===== src/rtl/dual_src_pc_pkg.sv =====
// Package: shared types for the dual-source program counter.
// Assumes nothing beyond IEEE 1800-2017 enums.
package dual_src_pc_pkg;

    // Where a load takes its value from.
    typedef enum logic {
        SRC_DATA = 1'b0,
        SRC_ADDR = 1'b1
    } pc_src_e;

    // What the counter register does in a given cycle.
    typedef enum logic [1:0] {
        ACT_HOLD = 2'd0,
        ACT_INC  = 2'd1,
        ACT_LOAD = 2'd2
    } pc_act_e;

endpackage


===== src/rtl/pc_load_mux.sv =====
// Module: pc_load_mux
// Builds the value a load would write. In data-source mode one byte lane
// is replaced by the data bus and all other lanes keep the current value.
// In address-source mode the whole address bus is taken.
// Assumes ADDR_W is a whole multiple (>= 2) of DATA_W. The high select
// addresses the top lane, and the low select addresses lane zero.
module pc_load_mux
    import dual_src_pc_pkg::*;
#(
    parameter int ADDR_W = 16,
    parameter int DATA_W = 8
) (
    input  logic [ADDR_W-1:0] cur_val,
    input  logic [DATA_W-1:0] data_bus,
    input  logic [ADDR_W-1:0] addr_bus,
    input  logic              byte_hi,
    input  pc_src_e           src,
    output logic [ADDR_W-1:0] load_val
);
    localparam int LANES = ADDR_W / DATA_W;

    logic [ADDR_W-1:0] merged;

    // One lane per byte of the counter; only the selected lane is replaced.
    for (genvar g = 0; g < LANES; g++) begin : g_lane
        logic lane_wr;
        assign lane_wr = byte_hi ? (g == LANES - 1) : (g == 0);
        assign merged[g*DATA_W +: DATA_W] =
            lane_wr ? data_bus : cur_val[g*DATA_W +: DATA_W];
    end

    // Choose between the byte-merged word and the full address bus.
    always_comb begin
        load_val = (src == SRC_ADDR) ? addr_bus : merged;
    end

    // Check: in data mode exactly one lane may change.
    always_comb begin
        if (src == SRC_DATA) begin
            a_one_lane_r5: assert ((load_val[ADDR_W-1:DATA_W] == cur_val[ADDR_W-1:DATA_W])
                                || (load_val[DATA_W-1:0] == cur_val[DATA_W-1:0]));
        end
    end
endmodule


===== src/rtl/pc_step_unit.sv =====
// Module: pc_step_unit
// Adds one to the counter value with plain modulo-2^ADDR_W wrap.
// Assumes the caller decides whether the result is used.
module pc_step_unit #(
    parameter int ADDR_W = 16
) (
    input  logic [ADDR_W-1:0] cur_val,
    output logic [ADDR_W-1:0] next_val
);
    localparam logic [ADDR_W-1:0] ONE = {{(ADDR_W-1){1'b0}}, 1'b1};

    // Modulo increment; the carry out is dropped on purpose.
    always_comb begin
        next_val = cur_val + ONE;
    end

    // Check: the all-ones value steps to zero.
    always_comb begin
        if (&cur_val) begin
            a_wrap_zero_r7: assert (next_val == '0);
        end
    end
endmodule


===== src/rtl/pc_state_reg.sv =====
// Module: pc_state_reg
// Holds the counter. It decides between hold, increment and load, and load
// wins over increment. Synchronous active-low reset clears it to zero.
// Assumes the candidate load and increment values come from outside.
module pc_state_reg
    import dual_src_pc_pkg::*;
#(
    parameter int ADDR_W = 16
) (
    input  logic              clk,
    input  logic              rst_n,
    input  logic              load,
    input  logic              incr,
    input  logic [ADDR_W-1:0] load_val,
    input  logic [ADDR_W-1:0] inc_val,
    output logic [ADDR_W-1:0] pc_q
);
    pc_act_e act;

    // Decode the strobes into one action, with load taking priority.
    always_comb begin
        if (load)      act = ACT_LOAD;
        else if (incr) act = ACT_INC;
        else           act = ACT_HOLD;
    end

    // Counter register with synchronous reset.
    always_ff @(posedge clk) begin
        if (!rst_n) begin
            pc_q <= '0;
        end else begin
            unique case (act)
                ACT_LOAD: pc_q <= load_val;
                ACT_INC:  pc_q <= inc_val;
                default:  pc_q <= pc_q;
            endcase
        end
    end

    // reset clears the counter.
    p_reset_zero_r1: assert property (@(posedge clk)
        !rst_n |=> pc_q == '0);

    // no strobe, no change.
    p_hold_r9: assert property (@(posedge clk) disable iff (!rst_n)
        (!load && !incr) |=> $stable(pc_q));

    // increment alone advances by one.
    p_step_r6: assert property (@(posedge clk) disable iff (!rst_n)
        (incr && !load) |=> pc_q == $past(pc_q) + {{(ADDR_W-1){1'b0}}, 1'b1});

    // load present, load value taken regardless of increment.
    p_load_wins_r8: assert property (@(posedge clk) disable iff (!rst_n)
        load |=> pc_q == $past(load_val));
endmodule


===== src/rtl/dual_src_pc.sv =====
// Module: dual_src_pc (top)
// A 16-bit program counter with byte loads from the data bus, word loads
// from the address bus, increment, and a gated drive onto an OR-combined
// address bus. Assumes a single clock and synchronous active-low reset.
module dual_src_pc
    import dual_src_pc_pkg::*;
#(
    parameter int ADDR_W = 16,
    parameter int DATA_W = 8
) (
    input  logic              clk,
    input  logic              rst_n,
    input  logic [DATA_W-1:0] data_bus,
    input  logic [ADDR_W-1:0] addr_bus,
    input  logic              byte_hi,
    input  logic              src_sel,
    input  logic              load,
    input  logic              incr,
    input  logic              addr_oe,
    output logic [ADDR_W-1:0] addr_out
);
    logic [ADDR_W-1:0] pc_q;
    logic [ADDR_W-1:0] load_val;
    logic [ADDR_W-1:0] inc_val;
    pc_src_e           src;

    // Map the raw select pin onto the source type.
    always_comb begin
        src = src_sel ? SRC_ADDR : SRC_DATA;
    end

    pc_load_mux #(.ADDR_W(ADDR_W), .DATA_W(DATA_W)) u_mux (
        .cur_val  (pc_q),
        .data_bus (data_bus),
        .addr_bus (addr_bus),
        .byte_hi  (byte_hi),
        .src      (src),
        .load_val (load_val)
    );

    pc_step_unit #(.ADDR_W(ADDR_W)) u_step (
        .cur_val  (pc_q),
        .next_val (inc_val)
    );

    pc_state_reg #(.ADDR_W(ADDR_W)) u_reg (
        .clk      (clk),
        .rst_n    (rst_n),
        .load     (load),
        .incr     (incr),
        .load_val (load_val),
        .inc_val  (inc_val),
        .pc_q     (pc_q)
    );

    // Drive the shared bus only when enabled; zero keeps the OR bus clean.
    always_comb begin
        addr_out = addr_oe ? pc_q : '0;
    end

    // an address-source load takes the bus word whatever byte_hi is.
    p_word_load_r3: assert property (@(posedge clk) disable iff (!rst_n)
        (load && src_sel) |=> pc_q == $past(addr_bus));

    // upper byte load keeps the lower byte.
    p_hi_byte_r4: assert property (@(posedge clk) disable iff (!rst_n)
        (load && !src_sel && byte_hi) |=>
            (pc_q[ADDR_W-1:DATA_W] == $past(data_bus)) &&
            (pc_q[DATA_W-1:0] == $past(pc_q[DATA_W-1:0])));

    // lower byte load keeps the upper bytes.
    p_lo_byte_r5: assert property (@(posedge clk) disable iff (!rst_n)
        (load && !src_sel && !byte_hi) |=>
            (pc_q[DATA_W-1:0] == $past(data_bus)) &&
            (pc_q[ADDR_W-1:DATA_W] == $past(pc_q[ADDR_W-1:DATA_W])));

    // a disabled output contributes nothing to the bus.
    p_quiet_bus_r2: assert property (@(posedge clk) disable iff (!rst_n)
        !addr_oe |-> addr_out == '0);
endmodule


===== config.mk =====
export PLATFORM = sky130hd
export DESIGN_NAME = dual_src_pc
export DESIGN_NICKNAME = d
export VERILOG_FILES = /design/src/rtl/dual_src_pc_pkg.sv /design/src/rtl/pc_load_mux.sv /design/src/rtl/pc_step_unit.sv /design/src/rtl/pc_state_reg.sv /design/src/rtl/dual_src_pc.sv
export SDC_FILE = /design/constraint.sdc
export NUM_CORES = 1
export LEC_CHECK = 0
export BUFFER_PORTS_ARGS = -buffer_cell sky130_fd_sc_hd__buf_2
export CORE_UTILIZATION = 35
export CTS_BUF_LIST = sky130_fd_sc_hd__clkbuf_8
export DETAILED_ROUTE_END_ITERATION = 16
export MAX_ROUTING_LAYER = met4
export PLACE_DENSITY = 0.7
export SLEW_MARGIN = 20
export SYNTH_ARGS = -nofsm -noshare
export SYNTH_HDL_FRONTEND = slang
export SYNTH_SLANG_ARGS = --single-unit

===== constraint.sdc =====
create_clock -name clk -period 4.12 [get_ports clk]
set_input_delay 1.236 -clock clk [delete_from_list [all_inputs] [get_ports clk]]
set_output_delay 1.236 -clock clk [all_outputs]
set_load 0.02 [all_outputs]

==> out/qor.csv, run 1 <==
stage,metric,value,unit
finish,Reg with most FFs,u_reg.pc_q,
place,Post-Place Cells,252,
cts,"Clk Latency, worst-skew pair",0.25,ns
yosys,Post-Syn Instances,167,
setup_path,startpoint types,input pin,
yosys,Mapped Area,1310,um^2
cts,CTS Hold Bufs,0,
min_path,Hold Path Depth,1,
yosys,Synth area leaders,"dfxtp_1 24%, and2_1 8.6%, mux2i_1 4.6%",
grt,vias in the first global route,1265,
min_path,worst hold path class,register to register,
setup_path,"Req. time, crit path",2.88,ns
pwr,Final Power,0.405,mW
finish,top flop regs,u_reg.pc_q x16,
setup_path,Worst Reg2Reg Path Length in Cells,5,
yosys,Yosys reg bits,16,
sta,RSZ-0062 raised after global routing,false,
sta,max-slew violations,0,
cts,buffer count from post-CTS setup fixing,0,
pwr,PD cells,254,nW/um^2
grt,Total GRT Usage,0.183,
drt,drt pass-1 iters,4,
setup_path,r2r startpoint,u_reg.pc_q[0],
die,core footprint,3470,um^2
yosys,syn_area_per_cell,7.84,um^2
cts,H-Tree Depth,1,
grt,total gr overflow,0,
die,Initial Util,0.377,
grt,largest net degree at the start of global routing,25,
sta,Setup WS post-layout,1.12,ns
die,Boundary Pins,47,
yosys,total nets after synthesis,199,
pwr,Leak,0.690,nW
die,Chip Width,63.2,um
die,Die Area,3990,um^2
drt,vias post-DR,1362,
place,IO Port Bufs,46,
cts,CTS Root Cell,clkbuf_8,
setup_path,FF-to-FF End,u_reg.pc_q[14],
yosys,Yosys cell types,46,
place,Setup WS pre-CTS,1.11,ns
grt,initial antenna violation count,0,
yosys,"count leader, synth",and2_1,
setup_path,crit path capture type,primary output,
sta,Max Fclk,334,MHz
yosys,Post-synth top cells,"18 x and2_1, 16 x dfxtp_1, 15 x nand2_1",
finish,diode count,0,
cts,clk buf depth,2,
die,row cnt,21,
grt,met3 Usage GRT,0.0326,
sta,Final setup violation count,0,
job,max-cap violations,0,
setup_path,CP max FO,16,
finish,Non-Filler Instances,255,
yosys,cell taking the most area after synthesis,dfxtp_1,
grt,M2 GR Usage,0.282,
sta,Setup TNS Final,0,ns
finish,Final #Nets,243,
place,detailed placer's ending HPWL,2.67,mm
min_path,Hold EP,u_reg.pc_q[12],
drt,Post-route DRC,0,
sta,period utilization,0.727,
drt,vias per inst,5.34,
yosys,top cell type's share of synthesized area,0.245,
finish,layout cell share with drive strength beyond 1,0.292,
sta,Rel. slew slack,0.584,
die,die height,63.2,um
grt,layer with the highest usage,met2,
setup_path,CP Data Arrival Time,1.76,ns
cts,PostCTS Resize Cnt,0,
setup_path,crit path kind,input pin to primary output,
sta,Tightest Pin Transition,0.624,ns
pwr,worst vdd ir,0.0849,mV
min_path,hold_sp,u_reg.pc_q[12],
yosys,Post-synth EDFFs,0,
finish,area growth from synthesis to layout,21.8,%
finish,number of flip-flops in the largest register,16,
setup_path,R2R Setup Slk,2.52,ns
drt,DRT iter0 DRCs,44,
yosys,ys flop type,dfxtp_1,
sta,"Hold Violations, Final",0,
drt,"antenna viol nets, final",0,
grt,first-pass GRT wire length,5.62,mm
place,Final GP Congestion,0.848,
outcome,status,"complete, no violations",
yosys,asr flop ratio synth,0,
place,Post-DP Area,1550,um^2
yosys,register area share after synthesis,0.245,
finish,Final Cell Area,1590,um^2
cts,CTS tree,built,
sta,Setup Skew,0.00303,ns
sta,Hold Slack,0.508,ns
finish,final core area utilization,0.460,
yosys,Synth warnings,0,
drt,routed len/inst,13.7,um
grt,M1 GR Usage,0.236,
drt,Post-Route WL,3.49,mm
cts,TritonCTS Buffers,3,
cts,Sink Count,16,
cts,Worst-path clk slew,0.06,ns
sta,fin crit period,3.00,ns
## routing by layer
metal	wire length, um	vias up
li1	-	706
met1	1680	597
met2	1560	54
met3	200	5
met4	51	0
met5	0	-
## how the worst max path moves through the flow
stage          startpoint      endpoint  slack [ns]  cells after the start
2_1_floorplan     addr_oe  addr_out[10]        1.21                      2
3_3_place_gp      addr_oe   addr_out[3]        1.12                      3
3_5_place_dp      addr_oe   addr_out[3]        1.11                      3
4_1_cts           addr_oe   addr_out[3]        1.11                      3
5_1_grt           addr_oe   addr_out[3]        1.06                      3
6_report          addr_oe   addr_out[3]        1.12                      3
## where the power goes
part           internal [mW]  switching [mW]
logic                 0.0459          0.0552
clock network         0.0648          0.0524
registers              0.167          0.0192
total                  0.278           0.127
## kinds of logic after synthesis
| family | Yosys count | share of synthesized area |
|---|---|---|
| AND/OR/NAND/NOR | 86 | 0.395 |
| AO/OA/AOI/OAI | 40 | 0.206 |
| flip-flops | 16 | 0.245 |
| buffers and inverters | 12 | 0.0535 |
| multiplexers | 9 | 0.0717 |
| XOR/XNOR | 3 | 0.0201 |
| adder cells (fa/ha/maj) | 1 | 0.00956 |
## worst max-delay path: stages
cell and delay [ns]:
buf_2 0.17, and2_2 0.20, buf_2 0.15
## cell usage in the layout, fill, tap and decap left out, types with 2 or more instances in the layout
cell,n
nor2_1,7
o21ai_0,8
buf_2,46
a311oi_1,3
nand2_1,15
nor3b_1,3
mux2_2,3
and3_2,2
buf_4,2
a21boi_0,3
nand4_1,7
nor2b_1,6
and3_1,3
xor2_1,2
dfxtp_1,16
a21oi_1,10
nand2b_1,3
nor3_1,4
nor4_1,2
nor4_2,2
clkbuf_8,3
inv_1,3
o31a_1,2
o211ai_1,2
nand3_1,7
and2_1,18
a211oi_1,3
mux2i_1,6
a31oi_1,2
## cell type report
| type | instances | area, um^2 |
|---|---|---|
| repair buffers | 48 | 245 |
| flip-flops and latches | 16 | 320 |
| inverters | 3 | 11.3 |
| fillers | 394 | 1870 |
| multi-input cells | 139 | 918 |
| clock buffers | 3 | 41.3 |
| well taps | 46 | 57.6 |
(Power assumes the default switching activity.)
==> inputs of run 2 (changes only) <==
- PLACE_DENSITY: 0.7 -> 0.72
- clock period: 4.12 -> 2.7 ns (I/O delays scaled with it)
==> run 2 against run 1 <==
  * Count of clock-buffer cells in the layout unchanged
  * Worst setup slack lost 0.57 ns
  * Design area rose by 0.47%
  * Sequential share of layout area shrank 0.094 points
  * Utilization is 0.22 points higher
  * Sequential power grew 53%
  * Worst hold slack worse by 0.0019 ns
  * Power up 52%
  * Sequential cell count is the same
  * First-iteration DRC count is 98% higher
  * Global-route usage down 0.35 points
  * Highest routed layer unchanged
==> out/qor.csv, run 2 (synthesis gave the netlist of run 1 again) <==
stage,metric,value,unit,change
outcome,status,"complete, no violations",,unchanged
sta,period utilization,0.794,,
drt,DRT iter0 DRCs,87,,was 44
drt,Post-Route WL,3.28,mm,was 3.49 mm
pwr,PD cells,383,nW/um^2,was 254 nW/um^2
drt,vias post-DR,1397,,was 1362
finish,number of flip-flops in the largest register,16,,unchanged
finish,final core area utilization,0.462,,was 0.460
drt,Post-route DRC,0,,unchanged
pwr,Leak,0.694,nW,was 0.690 nW
finish,Final #Nets,244,,was 243
cts,CTS Hold Bufs,0,,unchanged
grt,first-pass GRT wire length,5.48,mm,was 5.62 mm
sta,Hold Slack,0.506,ns,was 0.508 ns
sta,"Hold Violations, Final",0,,unchanged
finish,layout cell share with drive strength beyond 1,0.295,,was 0.292
setup_path,r2r startpoint,u_reg.pc_q[0],,unchanged
setup_path,Worst Reg2Reg Path Length in Cells,5,,unchanged
finish,Multi-input gate area,918,um^2,unchanged
grt,Total GRT Usage,0.179,,was 0.183
cts,clk buf depth,2,,unchanged
pwr,worst vdd ir,0.172,mV,was 0.0849 mV
drt,drt pass-1 iters,4,,unchanged
die,Initial Util,0.377,,unchanged
setup_path,"Req. time, crit path",1.89,ns,was 2.88 ns
drt,routed len/inst,12.8,um,was 13.7 um
die,Chip Width,63.2,um,unchanged
grt,vias in the first global route,1222,,was 1265
min_path,hold_sp,u_reg.pc_q[12],,unchanged
place,Final GP Congestion,0.838,,was 0.848
cts,Worst-path clk slew,0.06,ns,about the same
sta,Tightest Pin Transition,0.451,ns,was 0.624 ns
cts,H-Tree Depth,1,,unchanged
min_path,Hold Path Depth,1,,unchanged
die,die height,63.2,um,unchanged
die,Die Area,3990,um^2,unchanged
sta,Rel. slew slack,0.699,,was 0.584
cts,"Clk Latency, worst-skew pair",0.25,ns,about the same
setup_path,crit path capture type,primary output,,unchanged
drt,vias per inst,5.46,,was 5.34
sta,fin crit period,2.14,ns,
setup_path,FF-to-FF End,u_reg.pc_q[14],,unchanged
grt,total gr overflow,0,,unchanged
grt,initial antenna violation count,0,,unchanged
cts,CTS Root Cell,clkbuf_8,,unchanged
cts,Sink Count,16,,unchanged
grt,largest net degree at the start of global routing,25,,unchanged
finish,Register Area,320,um^2,unchanged
die,Boundary Pins,47,,unchanged
finish,diode count,0,,unchanged
cts,PostCTS Resize Cnt,0,,unchanged
place,detailed placer's ending HPWL,2.57,mm,was 2.67 mm
finish,"leading cell type in the layout, fill and taps excluded",buf_2,,unchanged
setup_path,crit path kind,input pin to primary output,,unchanged
place,IO Port Bufs,46,,unchanged
sta,max-slew violations,0,,unchanged
cts,CTS tree,built,,unchanged
die,core footprint,3470,um^2,unchanged
min_path,Hold EP,u_reg.pc_q[12],,unchanged
sta,Final setup violation count,0,,unchanged
drt,"antenna viol nets, final",0,,unchanged
cts,buffer count from post-CTS setup fixing,0,,unchanged
min_path,worst hold path class,register to register,,unchanged
setup_path,CP Data Arrival Time,1.33,ns,was 1.76 ns
finish,"commonest cells after routing, fill and taps aside","46 x buf_2, 18 x and2_1, 16 x dfxtp_1",,unchanged
finish,area growth from synthesis to layout,22.4,%,was 21.8%
die,row cnt,21,,unchanged
sta,Setup TNS Final,0,ns,unchanged
finish,top flop regs,u_reg.pc_q x16,,unchanged
sta,RSZ-0062 raised after global routing,false,,unchanged
setup_path,startpoint types,input pin,,unchanged
setup_path,R2R Setup Slk,1.10,ns,was 2.52 ns
job,max-cap violations,0,,unchanged
cts,TritonCTS Buffers,3,,unchanged
sta,Setup Skew,0.00456,ns,was 0.00303 ns
finish,Layout fillers,374,,was 394
sta,Max Fclk,466,MHz,
setup_path,CP max FO,16,,unchanged
finish,Reg with most FFs,u_reg.pc_q,,unchanged
==> run 2: per-stage QoR <==
stage	worst slack [ns]	std cells	area [um^2]	total power, mW
after floorplan	0.646	167	1310	0.386
after global placement	0.531	253	1560	0.441
after detailed placement	0.498	253	1560	0.442
after CTS	0.531	256	1600	0.618
after global routing	0.494	256	1600	0.652
final	0.555	256	1600	0.614
==> run 2: report_power, final <==
group	internal (mW)	switching, mW	total, mW
registers	0.255	0.0286	0.284
clock network	0.0988	0.0778	0.177
logic	0.0710	0.0824	0.153
total	0.425	0.189	0.614
==> run 2: routing by layer <==
metal / up-vias / GRT usage / routed length [um]
met5: - / - / 0
met4: 0 / 0.0640 / 26
met3: 4 / 0.0326 / 273
met2: 59 / 0.269 / 1420
met1: 627 / 0.239 / 1560
li1: 707 / - / -
==> run 2: cell type report <==
class,instances,area share
multi-input cells,139,0.573
repair buffers,49,0.158
flip-flops and latches,16,0.200
clock buffers,3,0.0258
inverters,3,0.00703
well taps,46,0.0359
==> run 2: worst max-delay path, cell delays in order <==
cell	delay (ns)
buf_2	0.17
and2_2	0.21
buf_2	0.15
==> run 2: how the worst max path moves through the flow <==
stage | from | to | slack (ns) | depth (start not counted)
global placement | load | u_reg.pc_q[15] | 0.53 | 5
CTS | addr_oe | addr_out[3] | 0.53 | 3
floorplan | addr_oe | addr_out[10] | 0.65 | 2
global route | addr_oe | addr_out[4] | 0.49 | 3
finish | addr_oe | addr_out[3] | 0.56 | 3
detailed placement | load | u_reg.pc_q[15] | 0.50 | 5
==> inputs of run 3 (changes only) <==
- PLACE_DENSITY: 0.72 -> 0.7
- clock period: 2.7 -> 2 ns (I/O delays scaled with it)
==> run 3 against run 2 <==
  * Cell count increased by 1.2%
  * Worst setup slack got worse by 0.28 ns
  * Largest cell class unchanged
  * Register-to-register slack got worse by 0.71 ns
  * Sequential power increased by 35%
  * Largest power group unchanged
  * Critical endpoint unchanged
  * Die area unchanged
==> out/qor.csv, run 3 (synthesis gave the netlist of run 1 again) <==
stage,metric,value,unit,change
sta,Setup WS post-layout,0.279,ns,was 0.555 ns
min_path,hold_sp,u_reg.pc_q[12],,unchanged
setup_path,r2r startpoint,u_reg.pc_q[0],,unchanged
finish,"commonest cells after routing, fill and taps aside","46 x buf_2, 18 x and2_1, 16 x dfxtp_1",,unchanged
sta,fin crit period,1.72,ns,
cts,clk buf depth,2,,unchanged
sta,Tightest Pin Transition,0.382,ns,was 0.451 ns
sta,Final setup violation count,0,,unchanged
finish,Reg with most FFs,u_reg.pc_q,,unchanged
sta,"Hold Violations, Final",0,,unchanged
cts,H-Tree Depth,1,,unchanged
place,IO Port Bufs,46,,unchanged
finish,area growth from synthesis to layout,24.1,%,was 22.4%
setup_path,R2R Setup Slk,0.39,ns,was 1.10 ns
setup_path,crit path capture type,primary output,,unchanged
cts,TritonCTS Buffers,3,,unchanged
grt,total gr overflow,0,,unchanged
finish,diode count,0,,unchanged
setup_path,crit path kind,input pin to primary output,,unchanged
grt,initial antenna violation count,0,,unchanged
pwr,Final Power,0.845,mW,was 0.614 mW
sta,Rel. slew slack,0.743,,was 0.699
sta,RSZ-0062 raised after global routing,false,,unchanged
place,detailed placer's ending HPWL,2.83,mm,was 2.57 mm
setup_path,"Req. time, crit path",1.40,ns,was 1.89 ns
grt,vias in the first global route,1235,,was 1222
die,Initial Util,0.377,,unchanged
finish,top flop regs,u_reg.pc_q x16,,unchanged
drt,routed len/inst,13.5,um,was 12.8 um
setup_path,CP max-delay cell,and2_2,,unchanged
place,Post-DP Area,1580,um^2,was 1560 um^2
pwr,PD cells,520,nW/um^2,was 383 nW/um^2
min_path,Hold EP,u_reg.pc_q[12],,unchanged
setup_path,Crit path max-delay family,buffers and inverters,,unchanged
sta,max-slew violations,0,,unchanged
cts,CTS Root Cell,clkbuf_8,,unchanged
sta,Setup TNS Final,0,ns,unchanged
place,Final GP Congestion,0.912,,was 0.838
drt,DRT iter0 DRCs,56,,was 87
drt,vias per inst,5.39,,was 5.46
finish,Final Cell Area,1620,um^2,was 1600 um^2
finish,"leading cell type in the layout, fill and taps excluded",buf_2,,unchanged
setup_path,"most used cell, CP",buf_2,,unchanged
setup_path,startpoint types,input pin,,unchanged
setup_path,Worst Reg2Reg Path Length in Cells,5,,unchanged
drt,drt pass-1 iters,4,,unchanged
setup_path,cells along the critical path,buf_2 > and2_2 > buf_2,,unchanged
drt,Post-Route WL,3.51,mm,was 3.28 mm
setup_path,Worst Path Buf+Inv,2,,unchanged
die,Die Area,3990,um^2,unchanged
sta,Max Fclk,581,MHz,
grt,largest net degree at the start of global routing,17,,was 25
cts,CTS tree,built,,unchanged
outcome,status,"complete, no violations",,unchanged
finish,number of flip-flops in the largest register,16,,unchanged
cts,buffer count from post-CTS setup fixing,0,,unchanged
min_path,worst hold path class,register to register,,unchanged
setup_path,Slowest Stage Delay on Critical Path,0.20,ns,was 0.21 ns
grt,Total GRT Usage,0.188,,was 0.179
place,Setup WS pre-CTS,0.126,ns,was 0.498 ns
sta,Setup Skew,0.00117,ns,was 0.00456 ns
setup_path,CP max FO,16,,unchanged
pwr,worst vdd ir,0.181,mV,was 0.172 mV
finish,Final #Nets,247,,was 244
finish,Layout fillers,366,,was 374
die,Chip Width,63.2,um,unchanged
setup_path,CP Data Arrival Time,1.12,ns,was 1.33 ns
setup_path,FF-to-FF End,u_reg.pc_q[14],,unchanged
min_path,Hold Path Depth,1,,unchanged
die,row cnt,21,,unchanged
die,core footprint,3470,um^2,unchanged
cts,Sink Count,16,,unchanged
finish,layout cell share with drive strength beyond 1,0.305,,was 0.295
cts,CTS Hold Bufs,0,,unchanged
grt,first-pass GRT wire length,5.77,mm,was 5.48 mm
drt,"antenna viol nets, final",0,,unchanged
sta,period utilization,0.861,,
cts,"Clk Latency, worst-skew pair",0.25,ns,about the same
drt,vias post-DR,1395,,was 1397
cts,Worst-path clk slew,0.06,ns,about the same
die,die height,63.2,um,unchanged
die,Boundary Pins,47,,unchanged
cts,PostCTS Resize Cnt,0,,unchanged
pwr,Leak,0.708,nW,was 0.694 nW
drt,Post-route DRC,0,,unchanged
job,max-cap violations,0,,unchanged
-- run 3: how the worst max path moves through the flow --
stage | slack (ns) | end | start | cells past startpoint
finish | 0.28 | addr_out[3] | addr_oe | 3
detailed placement | 0.13 | u_reg.pc_q[12] | load | 6
floorplan | 0.37 | addr_out[10] | addr_oe | 2
global placement | 0.20 | u_reg.pc_q[12] | load | 6
global route | 0.21 | addr_out[2] | addr_oe | 3
CTS | 0.26 | addr_out[3] | addr_oe | 3
-- run 3: where the power goes --
| group | internal [mW] | total, mW | switching [mW] |
|---|---|---|---|
| registers | 0.344 | 0.384 | 0.0402 |
| logic | 0.0998 | 0.214 | 0.114 |
| clock network | 0.134 | 0.247 | 0.113 |
-- run 3: routing by layer --
| layer | wire (um) | track usage | vias to the layer above |
|---|---|---|---|
| met2 | 1620 | 0.297 | 56 |
| met4 | 45 | 0.0669 | 0 |
| met1 | 1640 | 0.247 | 618 |
| li1 | - | - | 717 |
| met5 | 0 | - | - |
| met3 | 201 | 0.0199 | 4 |
-- run 3: per-stage QoR --
step / util / hold slack, ns / instances
6_report: 0.468 / 0.507 / 259
5_1_grt: 0.468 / 0.548 / 259
4_1_cts: 0.468 / 0.511 / 259
3_5_place_dp: 0.456 / 0.499 / 256
3_3_place_gp: 0.456 / 0.489 / 256
2_1_floorplan: - / 0.457 / 167
-- run 3: cell type report --
class,count,area (um^2),share of cell area
clock buffer,3,41.3,0.0254
inverter,3,11.3,0.00693
multi-input combinational,139,918,0.565
sequential,16,320,0.197
tap,46,57.6,0.0354
timing repair buffer,52,275,0.169
